## src/rtl/loop_issue_pkg.sv

```systemverilog
package loop_issue_pkg;

  // Effective interleave degree from a normalised II and a limit.
  function automatic int unsigned eff_degree(input int unsigned ii_n,
                                             input int unsigned lim);
    if (lim == 0 || lim > ii_n) return ii_n;
    return lim;
  endfunction

  // II of zero is treated as one.
  function automatic int unsigned norm_ii(input int unsigned ii);
    return (ii == 0) ? 1 : ii;
  endfunction

endpackage

```

## src/rtl/loop_issue_cfg.sv

```systemverilog
module loop_issue_cfg #(
  parameter int CNT_W = 8,
  parameter int II_W  = 4
) (
  input  logic             clk,
  input  logic             rst_n,
  input  logic             capture_i,
  input  logic [CNT_W-1:0] m_i,
  input  logic [CNT_W-1:0] n_i,
  input  logic [II_W-1:0]  ii_i,
  input  logic [II_W-1:0]  lim_i,
  output logic [CNT_W-1:0] m_q,
  output logic [CNT_W-1:0] n_q,
  output logic [II_W-1:0]  ii_q,
  output logic [II_W-1:0]  deg_q
);
  import loop_issue_pkg::*;

  logic [II_W-1:0] ii_n, deg_n;

  always_comb begin
    ii_n  = II_W'(norm_ii(int'(ii_i)));
    deg_n = II_W'(eff_degree(int'(ii_n), int'(lim_i)));
  end

  always_ff @(posedge clk or negedge rst_n) begin
    if (!rst_n) begin
      m_q   <= '0;
      n_q   <= '0;
      ii_q  <= II_W'(1);
      deg_q <= II_W'(1);
    end else if (capture_i) begin
      m_q   <= m_i;
      n_q   <= n_i;
      ii_q  <= ii_n;
      deg_q <= deg_n;
    end
  end

  // degree never exceeds II and neither is zero
  assert_deg_bound_R5: assert property (@(posedge clk) disable iff (!rst_n)
    (deg_q != 0) && (ii_q != 0) && (deg_q <= ii_q));

endmodule

```

## src/rtl/loop_issue_walk.sv

```systemverilog
module loop_issue_walk #(
  parameter int CNT_W = 8,
  parameter int II_W  = 4
) (
  input  logic             clk,
  input  logic             rst_n,
  input  logic             start_i,
  input  logic             zero_req_i,
  input  logic [CNT_W-1:0] m_i,
  input  logic [CNT_W-1:0] n_i,
  input  logic [II_W-1:0]  ii_i,
  input  logic [II_W-1:0]  deg_i,
  input  logic             ready_i,
  output logic             launch_o,
  output logic             busy_o,
  output logic             valid_o,
  output logic [CNT_W-1:0] outer_o,
  output logic [CNT_W-1:0] inner_o,
  output logic             done_o
);
  localparam int WW = ((CNT_W > II_W) ? CNT_W : II_W) + 1;

  logic             busy_q, done_q;
  logic [II_W-1:0]  slot_q;
  logic [CNT_W-1:0] inner_q;
  logic [WW-1:0]    base_q;
  logic [WW-1:0]    outer_w;
  logic             live, advance, period_end, last_pair, inner_end;

  always_comb begin
    outer_w    = base_q + WW'(slot_q);
    live       = busy_q && (slot_q < deg_i) && (outer_w < WW'(m_i));
    advance    = busy_q && (!live || ready_i);
    period_end = (slot_q == ii_i - II_W'(1));
    inner_end  = (inner_q == n_i - CNT_W'(1));
    last_pair  = live && ready_i && inner_end &&
                 (outer_w == WW'(m_i) - WW'(1));
  end

  assign launch_o = start_i && !busy_q;

  always_ff @(posedge clk or negedge rst_n) begin
    if (!rst_n) begin
      busy_q  <= 1'b0;
      done_q  <= 1'b0;
      slot_q  <= '0;
      inner_q <= '0;
      base_q  <= '0;
    end else begin
      done_q <= 1'b0;
      if (launch_o) begin
        slot_q  <= '0;
        inner_q <= '0;
        base_q  <= '0;
        if (zero_req_i) done_q <= 1'b1;
        else            busy_q <= 1'b1;
      end else if (advance) begin
        if (last_pair) begin
          busy_q <= 1'b0;
          done_q <= 1'b1;
        end else if (period_end) begin
          slot_q <= '0;
          if (inner_end) begin
            inner_q <= '0;
            base_q  <= base_q + WW'(deg_i);
          end else begin
            inner_q <= inner_q + CNT_W'(1);
          end
        end else begin
          slot_q <= slot_q + II_W'(1);
        end
      end
    end
  end

  assign busy_o  = busy_q;
  assign valid_o = live;
  assign outer_o = outer_w[CNT_W-1:0];
  assign inner_o = inner_q;
  assign done_o  = done_q;

  // a stalled pair holds
  assert_stall_hold_R7: assert property (@(posedge clk) disable iff (!rst_n)
    (valid_o && !ready_i) |=> (valid_o && $stable(outer_o) && $stable(inner_o)));

  // slots beyond the degree are empty
  assert_spare_slot_idle_R5: assert property (@(posedge clk) disable iff (!rst_n)
    (busy_q && (slot_q >= deg_i)) |-> !valid_o);

  // done is a single-cycle pulse and the block is idle then
  assert_done_pulse_R8: assert property (@(posedge clk) disable iff (!rst_n)
    done_o |=> !done_o);
  assert_done_idle_R8: assert property (@(posedge clk) disable iff (!rst_n)
    done_o |-> (!busy_q && !valid_o));

  // inner index stays inside the captured trip count
  assert_inner_range_R3: assert property (@(posedge clk) disable iff (!rst_n)
    valid_o |-> (inner_o < n_i));

endmodule

```

## src/rtl/loop_issue_top.sv

```systemverilog
module loop_issue_top #(
  parameter int CNT_W = 8,
  parameter int II_W  = 4
) (
  input  logic             clk,
  input  logic             rst_n,
  input  logic             start_i,
  input  logic [CNT_W-1:0] outer_cnt_i,
  input  logic [CNT_W-1:0] inner_cnt_i,
  input  logic [II_W-1:0]  ii_i,
  input  logic [II_W-1:0]  ilv_limit_i,
  input  logic             iss_ready_i,
  output logic             iss_valid_o,
  output logic [CNT_W-1:0] iss_outer_o,
  output logic [CNT_W-1:0] iss_inner_o,
  output logic             run_done_o
);
  logic             launch, busy, zero_req;
  logic [CNT_W-1:0] m_q, n_q;
  logic [II_W-1:0]  ii_q, deg_q;

  assign zero_req = (outer_cnt_i == '0) || (inner_cnt_i == '0);

  loop_issue_cfg #(.CNT_W(CNT_W), .II_W(II_W)) cfg_i (
    .clk(clk), .rst_n(rst_n), .capture_i(launch),
    .m_i(outer_cnt_i), .n_i(inner_cnt_i), .ii_i(ii_i), .lim_i(ilv_limit_i),
    .m_q(m_q), .n_q(n_q), .ii_q(ii_q), .deg_q(deg_q)
  );

  loop_issue_walk #(.CNT_W(CNT_W), .II_W(II_W)) walk_i (
    .clk(clk), .rst_n(rst_n), .start_i(start_i), .zero_req_i(zero_req),
    .m_i(m_q), .n_i(n_q), .ii_i(ii_q), .deg_i(deg_q),
    .ready_i(iss_ready_i), .launch_o(launch), .busy_o(busy),
    .valid_o(iss_valid_o), .outer_o(iss_outer_o), .inner_o(iss_inner_o),
    .done_o(run_done_o)
  );

  // a start during a run leaves the captured configuration alone
  assert_busy_start_ignored_R9: assert property (@(posedge clk) disable iff (!rst_n)
    busy |=> ($stable(m_q) && $stable(n_q) && $stable(ii_q) && $stable(deg_q)));

endmodule

```

## config.mk

```make
export PLATFORM = sky130hd
export DESIGN_NAME = loop_issue_top
export DESIGN_NICKNAME = d
export VERILOG_FILES = /design/src/rtl/loop_issue_pkg.sv /design/src/rtl/loop_issue_cfg.sv /design/src/rtl/loop_issue_walk.sv /design/src/rtl/loop_issue_top.sv
export SDC_FILE = /design/constraint.sdc
export NUM_CORES = 1
export LEC_CHECK = 0
export CORE_UTILIZATION = 40
export DETAILED_ROUTE_END_ITERATION = 12
export PLACE_DENSITY_LB_ADDON = 0.2
export SETUP_SLACK_MARGIN = 0.02
export SYNTH_ARGS = -nofsm -noshare
export SYNTH_HDL_FRONTEND = slang
export SYNTH_SLANG_ARGS = --single-unit
```

## constraint.sdc

```tcl
create_clock -name clk -period 3.7 [get_ports clk]
set_input_delay 0.37 -clock clk [delete_from_list [all_inputs] [get_ports clk]]
set_output_delay 0.37 -clock clk [all_outputs]
set_load 0.005 [all_outputs]
```

==> results of run 1 <==
[kinds of logic after synthesis]
group                      share of synthesized area
and+or+nand+nor                                0.190
AOI/OAI and AO/OA                              0.203
DFF                                            0.342
buffers and inverters                         0.0494
xor gates and xnor gates                      0.0907
adders and majority gates                      0.113
muxes                                         0.0120
[worst min-delay path by stage]
stage / endpoint / depth (start not counted)
floorplan: cfg_i.deg_q[1] / 0
global placement: cfg_i.deg_q[0] / 2
detailed placement: cfg_i.n_q[7] / 2
CTS: walk_i.inner_o[7] / 2
global route: cfg_i.m_q[7] / 2
finish: cfg_i.m_q[7] / 2
[layout make-up]
class,instances,area [sq um],share of cell area
clock buffer,6,72.6,0.0169
timing repair buffer,70,636,0.148
multi-input combinational,297,2170,0.506
inverter,25,93.8,0.0218
tap,105,131,0.0305
clock inverter,2,12.5,0.00291
sequential,47,1180,0.274
[Yosys cell counts, types with 3 or more instances]
cell type,n,area (sq um)
and3_1,8,50.1
o31ai_1,13,97.6
o21ai_0,30,150
nor3b_1,3,22.5
mux2i_1,3,30.0
nand2b_1,4,25.0
a211oi_1,4,30.0
a22o_1,3,26.3
nor2_1,16,60.1
o41ai_1,3,26.3
a211o_1,4,35.0
nor2b_1,5,31.3
nor3_1,14,70.1
dfrtp_1,45,1130
nor4_1,8,50.1
buf_1,3,11.3
nand4_1,5,31.3
nand3_1,9,45.0
nand2_1,50,188
ha_1,28,350
a21oi_1,9,45.0
a21o_1,7,52.6
xnor2_1,17,149
clkbuf_1,10,37.5
xor2_1,13,114
inv_1,25,93.8
[power by group through the flow]
stage	sequential [W]	clock, W	combinational, W
final	0.000689	0.000318	0.000906
after global routing	0.000702	0.000339	0.00101
after CTS	0.000686	0.000325	0.000864
after detailed placement	0.000694	0	0.000853
after global placement	0.000692	0	0.000836
after floorplan	0.000679	0	0.000503
[per-layer routing]
layer	routed length [um]	global-route usage	up-vias
li1	-	-	1520
met1	4040	0.266	1446
met2	3960	0.330	71
met3	355	0.0282	6
met4	62	0.0492	0
met5	0	0	-
[state kept, by name (all words and copies together) (netlist names)]
register / flops
walk_i.base_q: 9
cfg_i.ii_q: 4
walk_i.inner_o: 8
walk_i.done_o: 1
cfg_i.m_q: 8
cfg_i.deg_q: 4
walk_i.slot_q: 4
cfg_i.n_q: 8
walk_i.busy_o: 1
[worst register-to-register path, stage by stage, from the launching register on]
cell and delay [ps]:
dfrtp_1 420, ha_4 180, fa_2 410, a211oi_4 280
buf_4 160, nor2_1 40, xor2_1 240, ha_2 220
a211o_1 120, nor2_2 40, nor3_2 110, a211oi_2 90
buf_4 160, o2111a_2 200, buf_6 150, or3_4 430
a22o_1 250
[through the flow]
stage,cells,TNS [ps],area (sq um)
after floorplan,385,0,3460
after global placement,536,0,4090
after detailed placement,536,-346,4090
after CTS,547,0,4200
after global routing,552,-196,4300
final,552,0,4300
[what timing repair did]
| item | 4_1_cts | 5_1_grt |
|---|---|---|
| pin swaps | 2 | 5 |
| endpoints found under the setup margin | 13 | 19 |
| gates resized for setup | 3 | 16 |
| hold endpoints to repair | 0 | 0 |
| setup buffers | 3 | 5 |
==> results.json, run 1 <==
{
  "fp.dieArea_sq_mm": 0.00899,
  "synthToLayoutAreaGrowth_pct": 24.8,
  "r2r_cells": 16,
  "finalPower_w": 0.00191,
  "layout_common_cells": "nand2_1 (50), dfrtp_1 (44), clkdlybuf4s50_1 (43), o21ai_0 (29)",
  "cts_root_buffer": "clkbuf_8",
  "p_leak_nw": 1.95,
  "synth-edff-count": 0,
  "cpMostUsedCell": "buf_4",
  "worst_pin_slew_ps": 987,
  "clkPwrFrac": 0.166,
  "yosysSeqAreaShare": 0.342,
  "antenna_found_initial": 0,
  "hold_ws_ps": 155,
  "vias": 3043,
  "fp-row-count": 33,
  "die_w_um": 94.8,
  "seq_power_share": 0.360,
  "cp-endpoint": "walk_i.base_q[3]",
  "layout.nets": 504,
  "die_height_um": 94.8,
  "rsz0062_at_grt": "yes",
  "firstDrtPassIters": 4,
  "cts_tree": "built",
  "peakVddDrop_mv": 0.180,
  "hold_viol": 0,
  "status": "complete, no violations",
  "cts_buffers": 5,
  "h-tree-depth": 2,
  "path_cells": "ha_4 -> fa_2 -> a211oi_4 -> buf_4 -> nor2_1 -> xor2_1 -> ha_2 -> a211o_1 -> nor2_2 -> nor3_2 -> a211oi_2 -> buf_4 -> o2111a_2 -> buf_6 -> or3_4 -> a22o_1",
  "coreArea_sq_mm": 0.00826,
  "hpwl_um": 6380,
  "grt_pass1_vias": 2908,
  "holdCritPathClass": "in -> async",
  "gp_congestion": 0.890,
  "power.switching_w": 0.000720,
  "ys_ff_latch": 47,
  "fin_crit_ps": 3620,
  "io_buffers": 45,
  "rrSetupSlack_ps": 80,
  "clkTransAtPathRegs_ps": 100,
  "critPathTopFamily": "compound AO/OA/AOI/OAI gates",
  "antenna_cells": 0,
  "critical_path.reg2reg.startpoint": "walk_i.slot_q[0]",
  "track_usage": 0.197,
  "min_period_over_period": 0.978,
  "switching_share": 0.376,
  "routed_via_density": 5.51,
  "wl_per_cell_um": 15.2,
  "drtIter0Drc": 181,
  "fillerInstances": 806,
  "syn_area_sq_mm": 0.00345,
  "grt_pass1_wl_um": 13800,
  "antenna_left": 0,
  "syn-num-nets": 443,
  "synth_ff_type": "dfrtp_1",
  "cts_buffer_depth": 2,
  "yosys_warnings": 0,
  "start_util": 0.417,
  "crit_path_top_delay_cell": "dfrtp_1",
  "num_io_pins": 46,
  "combPwrFrac": 0.474,
  "postCtsHoldBufs": 0,
  "overflow": 0,
  "final_common_cell": "nand2_1",
  "fmax_ghz": 0.276,
  "crit_required_ps": 3900,
  "slew_viol_final": 0,
  "cap_violations": 0,
  "regToRegEndpoint": "walk_i.base_q[3]",
  "place_ws_ps": -80.0,
  "drt-total-wl_um": 8420,
  "avgSynthCellArea_sq_um": 8.95,
  "async_flop_share": 1.00,
  "synthCells": 385,
  "slowest_delay_ps": 420,
  "worst_slack_ps": 82.5,
  "utilization": 0.521,
  "p_per_area_mw_per_mm2": 445,
  "path_max_fanout": 10,
  "path_depth": 16,
  "power.internal_w": 0.00119,
  "setup_violations": 0,
  "cts.sinks": 47,
  "synthDistinctLibCells": 59,
  "crit_start": "walk_i.slot_q[0]",
  "critPathCaptureType": "flop",
  "route.detailed.drc": 0,
  "clk_latency_ps": 310,
  "arrival_ps": 3810,
  "drive_gt1_frac": 0.134,
  "grt_max_degree": 48,
  "crit_path_start_kind": "flop",
  "criticalPathCategory": "reg -> reg",
  "slew_headroom": 0.333,
  "critical_path_buf_inv_count": 3,
  "clock-skew-final_ps": 10.2
}
No activity file was read; power rests on OpenSTA's default activity.
==> inputs of run 2 (changes only) <==
CORE_ASPECT_RATIO = 2   (was not set)
==> run 2 against run 1 <==
Effect of this change:
- global-route usage is 2.5 points higher
- sequential share of layout area is 1.2 points lower
- critical path depth is 1 higher
- via count is 3.4% higher
- sequential power is 0.9% higher
- flip-flop and latch count stayed put
- wire length is 13% higher
- largest cell class unchanged
==> results.json, run 2 (synthesis gave the netlist of run 1 again) <==
{
  "status": "complete, no violations",
  "critPathTopFamily": "compound AO/OA/AOI/OAI gates",
  "route.detailed.drc": 0,
  "top_register": "walk_i.base_q",
  "power.switching_w": 0.000786,
  "worst_pin_slew_ps": 1100,
  "clkPwrFrac": 0.206,
  "critPathCaptureType": "flop",
  "holdCritPathClass": "in -> async",
  "power.internal_w": 0.00137,
  "cts_tree": "built",
  "h-tree-depth": 2,
  "worst_slack_ps": 97.5,
  "grt_pass1_vias": 3058,
  "slew_viol_final": 0,
  "clkTransAtPathRegs_ps": 60,
  "antenna_left": 0,
  "placed_cells": 529,
  "stdcell_area_sq_mm": 0.00450,
  "final_common_cell": "nand2_1",
  "criticalPathCategory": "reg -> reg",
  "layout_common_cells": "nand2_1 (49), dfrtp_1 (43), clkdlybuf4s50_1 (43), buf_4 (33), o21ai_0 (28)",
  "firstDrtPassIters": 4,
  "routed_via_density": 5.66,
  "cap_violations": 0,
  "coreArea_sq_mm": 0.00829,
  "utilization": 0.543,
  "layout.nets": 515,
  "p_leak_nw": 2.04,
  "wl_per_cell_um": 17.1,
  "drive_gt1_frac": 0.170,
  "clk_latency_ps": 290,
  "place_area_sq_mm": 0.00408,
  "fmax_ghz": 0.278,
  "antenna_cells": 0,
  "peakVddDrop_mv": 0.268,
  "io_buffers": 45,
  "p_per_area_mw_per_mm2": 480,
  "hpwl_um": 7230,
  "drt-total-wl_um": 9500,
  "largest_reg_flops": 9,
  "start_util": 0.416,
  "crit_required_ps": 3880,
  "track_usage": 0.222,
  "cts_root_buffer": "clkbuf_16",
  "antenna_found_initial": 0,
  "die_height_um": 133,
  "setup_violations": 0,
  "num_io_pins": 46,
  "clock-skew-final_ps": 4.70,
  "finalNonFillerCells": 556,
  "hold_viol": 0,
  "cts_buffer_depth": 2,
  "synthToLayoutAreaGrowth_pct": 30.5,
  "drtIter0Drc": 105,
  "crit_path_start_kind": "flop",
  "vias": 3145,
  "arrival_ps": 3780,
  "fp-row-count": 47,
  "grt_pass1_wl_um": 14700,
  "path_cells": "ha_2 -> fa_2 -> a211oi_4 -> buf_4 -> nor2_2 -> xor2_2 -> ha_2 -> a211o_1 -> nor2_1 -> nor3_2 -> a211oi_2 -> buf_4 -> buf_6 -> o2bb2ai_4 -> buf_6 -> or3_4 -> a22o_1",
  "place_ws_ps": -18.8,
  "combPwrFrac": 0.472,
  "seq_power_share": 0.322,
  "crit_path_top_delay_cell": "fa_2",
  "cts.sinks": 47,
  "fp.dieArea_sq_mm": 0.00902,
  "gp_congestion": 0.853,
  "fin_crit_ps": 3600,
  "grt_max_degree": 48,
  "slowest_delay_ps": 420,
  "path_max_fanout": 5,
  "min_period_over_period": 0.974,
  "overflow": 0,
  "setup_tns_ps": 0,
  "switching_share": 0.364,
  "cts_buffers": 5,
  "rsz0062_at_grt": "yes",
  "critical_path_buf_inv_count": 4,
  "die_w_um": 67.6,
  "slew_headroom": 0.267
}
==> run 2: cell count changes in the layout (fill, tap and decap cells not counted), sizes merged <==
cell         delta
buf            +11
dlygate4sd2     -1
clkbuf          +2
clkinvlp        -1
==> run 2: layer usage <==
layer | share of wire | global-route usage
met2 | 0.57 | 0.417
met1 | 0.35 | 0.217
met5 | 0 | 0
met3 | 0.030 | 0.0334
met4 | 0.047 | 0.116
==> run 2: worst register-to-register path, stage by stage (launching register included) <==
cell and delay [ps]:
dfrtp_1 380, ha_2 210, fa_2 420, a211oi_4 270, buf_4 170, nor2_2 40
xor2_2 190, ha_2 200, a211o_1 110, nor2_1 60, nor3_2 170, a211oi_2 100
buf_4 150, buf_6 120, o2bb2ai_4 140, buf_6 130, or3_4 420, a22o_1 220
==> run 2: worst paths after layout <==
kind | from | endpoint | slack (ps) | cells past startpoint
min reg2reg | cfg_i.deg_q[0] | cfg_i.deg_q[0] | 500 | 2
min | rst_n | cfg_i.m_q[0] | 270 | 1
max in group asynchronous | rst_n | walk_i.slot_q[3] | 2660 | 1
max reg2reg | walk_i.base_q[0] | walk_i.base_q[3] | 100 | 17
max | walk_i.base_q[0] | walk_i.base_q[3] | 100 | 17
min in group clk | cfg_i.deg_q[0] | cfg_i.deg_q[0] | 500 | 2
==> run 2: power groups by stage <==
stage / Sequential [W] / Clock (W) / Combinational [W]
6_report: 0.000695 / 0.000445 / 0.00102
4_1_cts: 0.000687 / 0.000459 / 0.000930
3_3_place_gp: 0.000696 / 0 / 0.000872
5_1_grt: 0.000710 / 0.000480 / 0.00112
3_5_place_dp: 0.000698 / 0 / 0.000886
2_1_floorplan: 0.000679 / 0 / 0.000503
==> run 2: cell type report <==
cell class / count / area, sq um
Timing Repair Buffer: 81 / 722
Multi-Input combinational cell: 297 / 2240
Tap cell: 98 / 123
Fill cell: 785 / 3790
Clock buffer: 7 / 133
Clock inverter: 1 / 5.00
Sequential cell: 47 / 1180
Inverter: 25 / 93.8
==> run 2: timing repair <==
action / 4_1_cts / 5_1_grt
endpoints found under the setup margin: 6 / 20
gates resized for setup: 10 / 26
endpoints found under the hold margin: 0 / 0
pin swaps: 9 / 19
buffers inserted: 9 / 10
hold buffers: 0 / 0
==> run 2: per-stage QoR <==
step,hold WS [ps],total power [W]
final,269,0.00216
after global routing,370,0.00231
after CTS,334,0.00208
after detailed placement,496,0.00158
after global placement,489,0.00157
after floorplan,74.4,0.00118
==> inputs of run 3 (changes only) <==
PLACE_DENSITY = 0.75   (was not set)
PLACE_DENSITY_LB_ADDON = not set   (was 0.2)
TNS_END_PERCENT = 100   (was not set)
==> run 3 against run 2 <==
Effect of this change:
- the run now ends with setup timing left
- sequential share of layout area increased by 0.27 points
- worst hold slack better by 16 ps
- final area down 1.1%
- clock power grew 35%
- sequential power is essentially flat
- clock skew rose by 4.0 ps
- non-clock buffer count fell by 15
- critical path type unchanged
- critical endpoint unchanged
==> results.json, run 3 (synthesis gave the netlist of run 1 again) <==
{
  "path_max_fanout": 5,
  "track_usage": 0.239,
  "overflow": 0,
  "synthToLayoutAreaGrowth_pct": 29.0,
  "cts_tree": "built",
  "criticalPathCategory": "reg -> reg",
  "fp-row-count": 47,
  "finalPower_w": 0.00228,
  "final_common_cell": "nand2_1",
  "fp.dieArea_sq_mm": 0.00902,
  "hpwl_um": 7250,
  "firstDrtPassIters": 4,
  "num_io_pins": 46,
  "routed_via_density": 5.92,
  "coreArea_sq_mm": 0.00829,
  "crit_required_ps": 3890,
  "peakVddDrop_mv": 0.297,
  "holdCritPathClass": "in -> async",
  "critPathTopFamily": "adder cells",
  "grt_pass1_wl_um": 15900,
  "slew_headroom": 0.250,
  "antenna_cells": 0,
  "drive_gt1_frac": 0.156,
  "p_per_area_mw_per_mm2": 513,
  "fmax_ghz": 0.270,
  "gp_congestion": 0.928,
  "path_depth": 16,
  "setup_violations": 1,
  "place_ws_ps": -51.3,
  "layout_common_cells": "nand2_1 (50), dfrtp_1 (44), clkdlybuf4s50_1 (43), o21ai_0 (28)",
  "drt-total-wl_um": 9830,
  "die_height_um": 133,
  "worst_pin_slew_ps": 1120,
  "clkTransAtPathRegs_ps": 70,
  "slew_viol_final": 0,
  "rsz0062_at_grt": "yes",
  "fin_crit_ps": 3700,
  "cts_buffers": 5,
  "critical_path_buf_inv_count": 3,
  "path_cells": "ha_2 -> fa_2 -> a211oi_4 -> nor3_2 -> xor2_1 -> ha_1 -> a211o_1 -> nor2_2 -> nor3_2 -> a211oi_2 -> buf_4 -> buf_6 -> o2bb2ai_4 -> buf_6 -> or3_4 -> a22o_1",
  "drtIter0Drc": 153,
  "layout.nets": 500,
  "antenna_left": 0,
  "seq_area_sq_mm": 0.00118,
  "slowest_delay_ps": 420,
  "critPathCaptureType": "flop",
  "io_buffers": 45,
  "largest_reg_flops": 9,
  "clk_latency_ps": 300,
  "h-tree-depth": 2,
  "cap_violations": 0,
  "start_util": 0.416,
  "cts.sinks": 47,
  "wl_per_cell_um": 18.2,
  "grt_pass1_vias": 3430,
  "grt_max_degree": 48,
  "antenna_found_initial": 0,
  "fillerInstances": 748,
  "multiInputGateArea_sq_mm": 0.00225,
  "hold_viol": 0,
  "die_w_um": 67.6,
  "status": "finished, violations left",
  "r2r_cells": 16,
  "crit_path_start_kind": "flop",
  "vias": 3203,
  "cts_buffer_depth": 2,
  "p_leak_nw": 2.00,
  "arrival_ps": 3890,
  "violations": "setup timing",
  "crit_path_top_delay_cell": "or3_4",
  "min_period_over_period": 1.00,
  "route.detailed.drc": 0,
  "cts_root_buffer": "clkbuf_16",
  "worst_slack_ps": -0.870,
  "top_register": "walk_i.base_q",
  "clock-skew-final_ps": 8.66
}
==> run 3: cell count changes in the layout (fill, tap and decap cells not counted), moves of 2 or more <==
cell	change
clkbuf_1	-2
o41ai_2	+2
o31ai_1	-2
o31ai_2	+2
bufinv_16	+2
buf_4	-15
==> run 3: layer usage <==
layer	vias to the layer above	GRT usage	share of wire
met2	116	0.420	0.55
met1	1532	0.211	0.34
met3	48	0.0659	0.053
met4	0	0.196	0.064
li1	1507	-	-
met5	-	0	0
==> run 3: final timing paths <==
path                                       start          endpoint  slack [ps]
worst max-delay path            walk_i.base_q[0]  walk_i.base_q[3]        -0.9
worst min-delay path                       rst_n  walk_i.base_q[0]         280
worst max register to register  walk_i.base_q[0]  walk_i.base_q[3]        -0.9
worst min register to register    cfg_i.deg_q[0]    cfg_i.deg_q[0]         500
max in group asynchronous                  rst_n  walk_i.base_q[1]        2670
min in group clk                  cfg_i.deg_q[0]    cfg_i.deg_q[0]         500
==> run 3: cell type report <==
class | instances | area share
Sequential cell | 47 | 0.265
Tap cell | 98 | 0.0276
Timing Repair Buffer | 66 | 0.138
Multi-Input combinational cell | 297 | 0.505
Inverter | 25 | 0.0211
Clock inverter | 3 | 0.0152
Clock buffer | 5 | 0.0281
==> run 3: what timing repair did <==
action	CTS	global route
hold buffers	0	0
gates resized for setup	5	29
setup buffers	2	3
pin swaps	3	21
setup endpoints to repair	6	23
==> run 3: where the power goes <==
| part | switching, W | internal (W) |
|---|---|---|
| logic | 0.000492 | 0.000496 |
| clock network | 0.000214 | 0.000387 |
| registers | 0.000107 | 0.000584 |
==> run 3: through the flow <==
stage / cell area [sq um] / hold WS, ps / utilization / TNS, ps / cells
floorplan: 3460 / 74.4 / - / 0 / 385
global placement: 4070 / 484 / 0.491 / 0 / 528
detailed placement: 4070 / 495 / 0.491 / -97.4 / 528
CTS: 4290 / 319 / 0.518 / 0 / 538
global route: 4450 / 375 / 0.536 / -850 / 541
finish: 4450 / 285 / 0.536 / -0.870 / 541
